==> src/rtl/tmr_irq_flags.sv <==
module tmr_irq_flags #(
  parameter int MODE_W = 4,
  parameter int DW     = 8
) (
  input  logic              clk,
  input  logic              rst_n,
  input  logic              tick,
  input  logic [MODE_W-1:0] wave_mode,
  input  logic              cap_evt,
  input  logic              top_hit,
  input  logic              cmp_a_match,
  input  logic              cmp_b_match,
  input  logic              force_a,
  input  logic              force_b,
  input  logic              ovf_evt,
  input  logic              mode_ovf,
  input  logic              wr_en,
  input  logic [DW-1:0]     wr_data,
  output logic [DW-1:0]     rd_data,
  input  logic              ack_cap,
  input  logic              ack_a,
  input  logic              ack_b,
  input  logic              ack_ovf,
  input  logic              en_cap,
  input  logic              en_a,
  input  logic              en_b,
  input  logic              en_ovf,
  output logic              irq_cap,
  output logic              irq_a,
  output logic              irq_b,
  output logic              irq_ovf
);
  localparam int B_CAP = 5;
  localparam int B_A   = 4;
  localparam int B_B   = 3;
  localparam int B_OVF = 2;

  logic f_cap, f_a, f_b, f_ovf;
  logic pend_a, pend_b;
  logic top_is_cap, ovf_plain;
  logic set_cap, set_a, set_b, set_ovf;
  logic clr_cap, clr_a, clr_b, clr_ovf;

  assign top_is_cap = (wave_mode == MODE_W'(8))  || (wave_mode == MODE_W'(10)) ||
                      (wave_mode == MODE_W'(12)) || (wave_mode == MODE_W'(14));
  assign ovf_plain  = (wave_mode == MODE_W'(0))  || (wave_mode == MODE_W'(4)) ||
                      (wave_mode == MODE_W'(12));

  assign set_cap = tick & (top_is_cap ? top_hit : cap_evt);
  assign set_a   = tick & pend_a;
  assign set_b   = tick & pend_b;
  assign set_ovf = tick & (ovf_plain ? ovf_evt : mode_ovf);

  assign clr_cap = ack_cap | (wr_en & wr_data[B_CAP]);
  assign clr_a   = ack_a   | (wr_en & wr_data[B_A]);
  assign clr_b   = ack_b   | (wr_en & wr_data[B_B]);
  assign clr_ovf = ack_ovf | (wr_en & wr_data[B_OVF]);

  always_ff @(posedge clk or negedge rst_n) begin
    if (!rst_n) begin
      pend_a <= 1'b0;
      pend_b <= 1'b0;
    end else if (tick) begin
      pend_a <= cmp_a_match & ~force_a;
      pend_b <= cmp_b_match & ~force_b;
    end
  end

  always_ff @(posedge clk or negedge rst_n) begin
    if (!rst_n) begin
      f_cap <= 1'b0;
      f_a   <= 1'b0;
      f_b   <= 1'b0;
      f_ovf <= 1'b0;
    end else begin
      f_cap <= set_cap | (f_cap & ~clr_cap);
      f_a   <= set_a   | (f_a   & ~clr_a);
      f_b   <= set_b   | (f_b   & ~clr_b);
      f_ovf <= set_ovf | (f_ovf & ~clr_ovf);
    end
  end

  always_comb begin
    rd_data        = '0;
    rd_data[B_CAP] = f_cap;
    rd_data[B_A]   = f_a;
    rd_data[B_B]   = f_b;
    rd_data[B_OVF] = f_ovf;
  end

  assign irq_cap = f_cap & en_cap;
  assign irq_a   = f_a   & en_a;
  assign irq_b   = f_b   & en_b;
  assign irq_ovf = f_ovf & en_ovf;

  assert_flag_needs_tick_R11: assert property (@(posedge clk) disable iff (!rst_n)
    ($rose(f_a) || $rose(f_b) || $rose(f_cap) || $rose(f_ovf)) |-> $past(tick));

  assert_cmp_delayed_R3: assert property (@(posedge clk) disable iff (!rst_n)
    $rose(f_a) |-> $past(pend_a));

  assert_w1c_clears_R8: assert property (@(posedge clk) disable iff (!rst_n)
    (wr_en && wr_data[B_A] && !tick) |=> !f_a);

  assert_ack_clears_R7: assert property (@(posedge clk) disable iff (!rst_n)
    (ack_ovf && !tick) |=> !f_ovf);

  assert_set_wins_R9: assert property (@(posedge clk) disable iff (!rst_n)
    (tick && pend_b) |=> f_b);

  assert_forced_blocks_R4: assert property (@(posedge clk) disable iff (!rst_n)
    (tick && force_a) |=> !pend_a);
endmodule

==> config.mk <==
export PLATFORM = sky130hd
export DESIGN_NAME = tmr_irq_flags
export DESIGN_NICKNAME = d
export VERILOG_FILES = /design/src/rtl/tmr_irq_flags.sv
export SDC_FILE = /design/constraint.sdc
export NUM_CORES = 1
export LEC_CHECK = 0
export ABC_AREA = 1
export BUFFER_PORTS_ARGS = -buffer_cell sky130_fd_sc_hd__buf_4
export CORE_AREA = 5 5 42 44
export CTS_CLUSTER_SIZE = 12
export DETAILED_ROUTE_END_ITERATION = 6
export DIE_AREA = 0 0 47 49
export GPL_TIMING_DRIVEN = 0
export PLACE_DENSITY = 0.72
export SLEW_MARGIN = 40
export SYNTH_ARGS = -nofsm -noshare
export SYNTH_HDL_FRONTEND = slang
export SYNTH_SLANG_ARGS = --single-unit
==> constraint.sdc <==
create_clock -name clk -period 1.42 [get_ports clk]
set_input_delay 0.284 -clock clk [delete_from_list [all_inputs] [get_ports clk]]
set_output_delay 0.284 -clock clk [all_outputs]
set_load 0.1 [all_outputs]
==> metrics.md <==
| Metric | Value |
|---|---|
| Crit path largest cell delay | `360 ps` |
| Hold crit path type | `input pin to register` |
| Inserted Diodes | `0` |
| WS Path Type | `register to primary output` |
| Grt ovf | `0` |
| Crit-path most repeated cell | `buf_4` |
| Initial Util | `27.9%` |
| Final Hold Vio Count | `0` |
| Final period utilization | `89.3%` |
| H-tree depth | `1` |
| CTS root buffer | `clkbuf_4` |
| Detailed placement HPWL | `939 um` |
| Area grow syn2layout | `83.7%` |
| Status | `completed` |
| CP required | `1140 ps` |
| Setup TNS | `0 ps` |
| I/O Buffers | `35` |
| Flops & latches, synth | `6` |
| Global placement routability congestion | `0.659` |
| Most frequent cells in the layout | `buf_4 (43), nand2_1 (15), inv_1 (10)` |
| Post-route cell area | `717 um^2` |
| Buf/Inv on CP | `2` |
| Routed Antenna Nets | `0` |
| Max Cap Viol | `0` |
| Largest net degree at the start of global routing | `7` |
| Layout cell share with drive strength beyond 1 | `49.0%` |
| Nets | `132` |
| Drt total wl | `1050 um` |
| Critical Path End Type | `primary output` |
| Hold Startpoint | `force_b` |
| Nature of the critical path startpoint | `register` |
| Clock period minus worst slack | `1270 ps` |
| Sinks on Clock Net | `6` |
| Core Rows | `14` |
| Fmax | `789 MHz` |
| Crit-path cells | `buf_4, buf_4` |
| Clock Pin Slew Worst Setup and Hold Paths | `40 ps` |
| Critical R2R Launch | `pend_b$_DFFE_PN0P_` |
| Die width | `47 um` |
| Post-Syn Area | `390 um^2` |
| Seq/Total Area, Yosys | `38.5%` |
| Slew Viols, Final | `0` |
| Mapped Cells | `56` |
| Total of warnings raised by yosys | `0` |
| # DRC | `0` |
| VDD IR max | `0.386 mV` |
| Placed Area | `684 um^2` |
| Clk buf depth | `2` |
| Die Span Y | `49 um` |
| Delay-heaviest family, CP | `buffers and inverters` |
| Core ar. | `1400 um^2` |
| Leakage | `0.441 nW` |
| Drt pass-1 iters | `4` |
| Commonest non-fill, non-tap cell in the layout | `buf_4` |
| Synth cell types | `13` |
| Number of global-route vias before repair | `476` |
| Layout fillers | `147` |
| Pwr/cell area | `961 nW/um^2` |
| Initial antenna violation count | `0` |
| Global-route wire length before repair | `1710 um` |
| RSZ-0062 raised after global routing | `false` |
| Final Skew | `0.602 ps` |
| Worst hold slack | `233 ps` |
| Fin cells | `114` |
| CTS tree | `built` |
| Slowest cell on crit path | `dfrtp_1` |
| Via count | `448` |
| Via/cell ratio | `3.93` |
| Inst Count DP | `110` |
| Worst-path fanout max | `3` |
| Io pins | `44` |
| Drt wl/cell | `9.18 um` |
| Iter 0 DRT Violations | `1` |
| Critical Path Start | `f_a$_DFF_PN0_` |
| Final setup vio count | `0` |
| Pwr Total | `0.000689 W` |
| CTS buffer count | `3` |
| Synth Area per Inst | `6.97 um^2` |
| GRT Total Usage | `10.1%` |
| WP data arrival | `980 ps` |
| Worst-Skew Late Latency | `240 ps` |
| Full die area | `2300 um^2` |
## synthesized netlist by cell type, drive strengths merged
library cell | count | area, um^2
buf | 8 | 60.1
nand3b | 1 | 7.51
conb | 1 | 3.75
nand2 | 15 | 56.3
nand3 | 2 | 10.0
nor2 | 2 | 10.0
a21oi | 5 | 25.0
o22ai | 1 | 6.26
o21ai | 4 | 20.0
inv | 11 | 41.3
dfrtp | 6 | 150
## path summary, 6_finish.rpt
path	cells after the start	slack, ps	endpoint
max	2	150	rd_data[4]
max in group asynchronous	2	930	pend_a$_DFFE_PN0P_
min in group asynchronous	2	380	f_cap$_DFF_PN0_
min	2	230	pend_b$_DFFE_PN0P_
max reg2reg	2	780	pend_b$_DFFE_PN0P_
min reg2reg	2	510	f_a$_DFF_PN0_
## report_power, final
| part | internal (W) | switching [W] | total, W |
|---|---|---|---|
| combinational | 0.000108 | 0.000229 | 0.000337 |
| clock | 0.0000956 | 0.0000612 | 0.000157 |
| sequential | 0.000187 | 0.00000887 | 0.000196 |
## metal layers
metal	wire, um	vias up	track usage (%)
li1	-	244	-
met1	383	169	10.6
met2	452	33	15.6
met3	194	2	5.17
met4	17	0	5.53
met5	0	-	0
## layout make-up
| class | instances | area (um^2) | share of cell area, % |
|---|---|---|---|
| Clock buffer | 3 | 22.5 | 3.14 |
| Sequential cell | 6 | 150 | 20.9 |
| Tap cell | 16 | 20.0 | 2.79 |
| Buffer | 8 | 60.1 | 8.38 |
| Inverter | 11 | 41.3 | 5.76 |
| Timing Repair Buffer | 36 | 273 | 38.0 |
| Multi-Input combinational cell | 34 | 150 | 20.9 |
## flip-flops by register name (all words and copies together), names as in the netlist
signal and flops:
pend_b 1, f_b 1, f_a 1, f_ovf 1, pend_a 1, f_cap 1
## per-stage QoR
stage               setup slack, ps  utilization [%]
CTS                             138             51.2
finish                          152             51.2
global route                   69.1             51.2
floorplan                       163                -
detailed placement              402             48.8
global placement                409             48.8
## cells by family (layout without fill, tap and decap cells)
logic type	Yosys count	after routing	synth area share, %
simple gates	20	20	21.5
buf+inv	19	58	26.0
flops	6	6	38.5
compound gates	10	10	13.1
other cells	1	4	0.961
## timing repair
action | in CTS | in global routing
buffers inserted | 0 | 0
setup endpoints to repair | 0 | 0
hold endpoints to repair | 6 | 0
hold buffers | 1 | 0
gates resized for setup | 0 | 0
No activity file was read; power rests on OpenSTA's default activity.
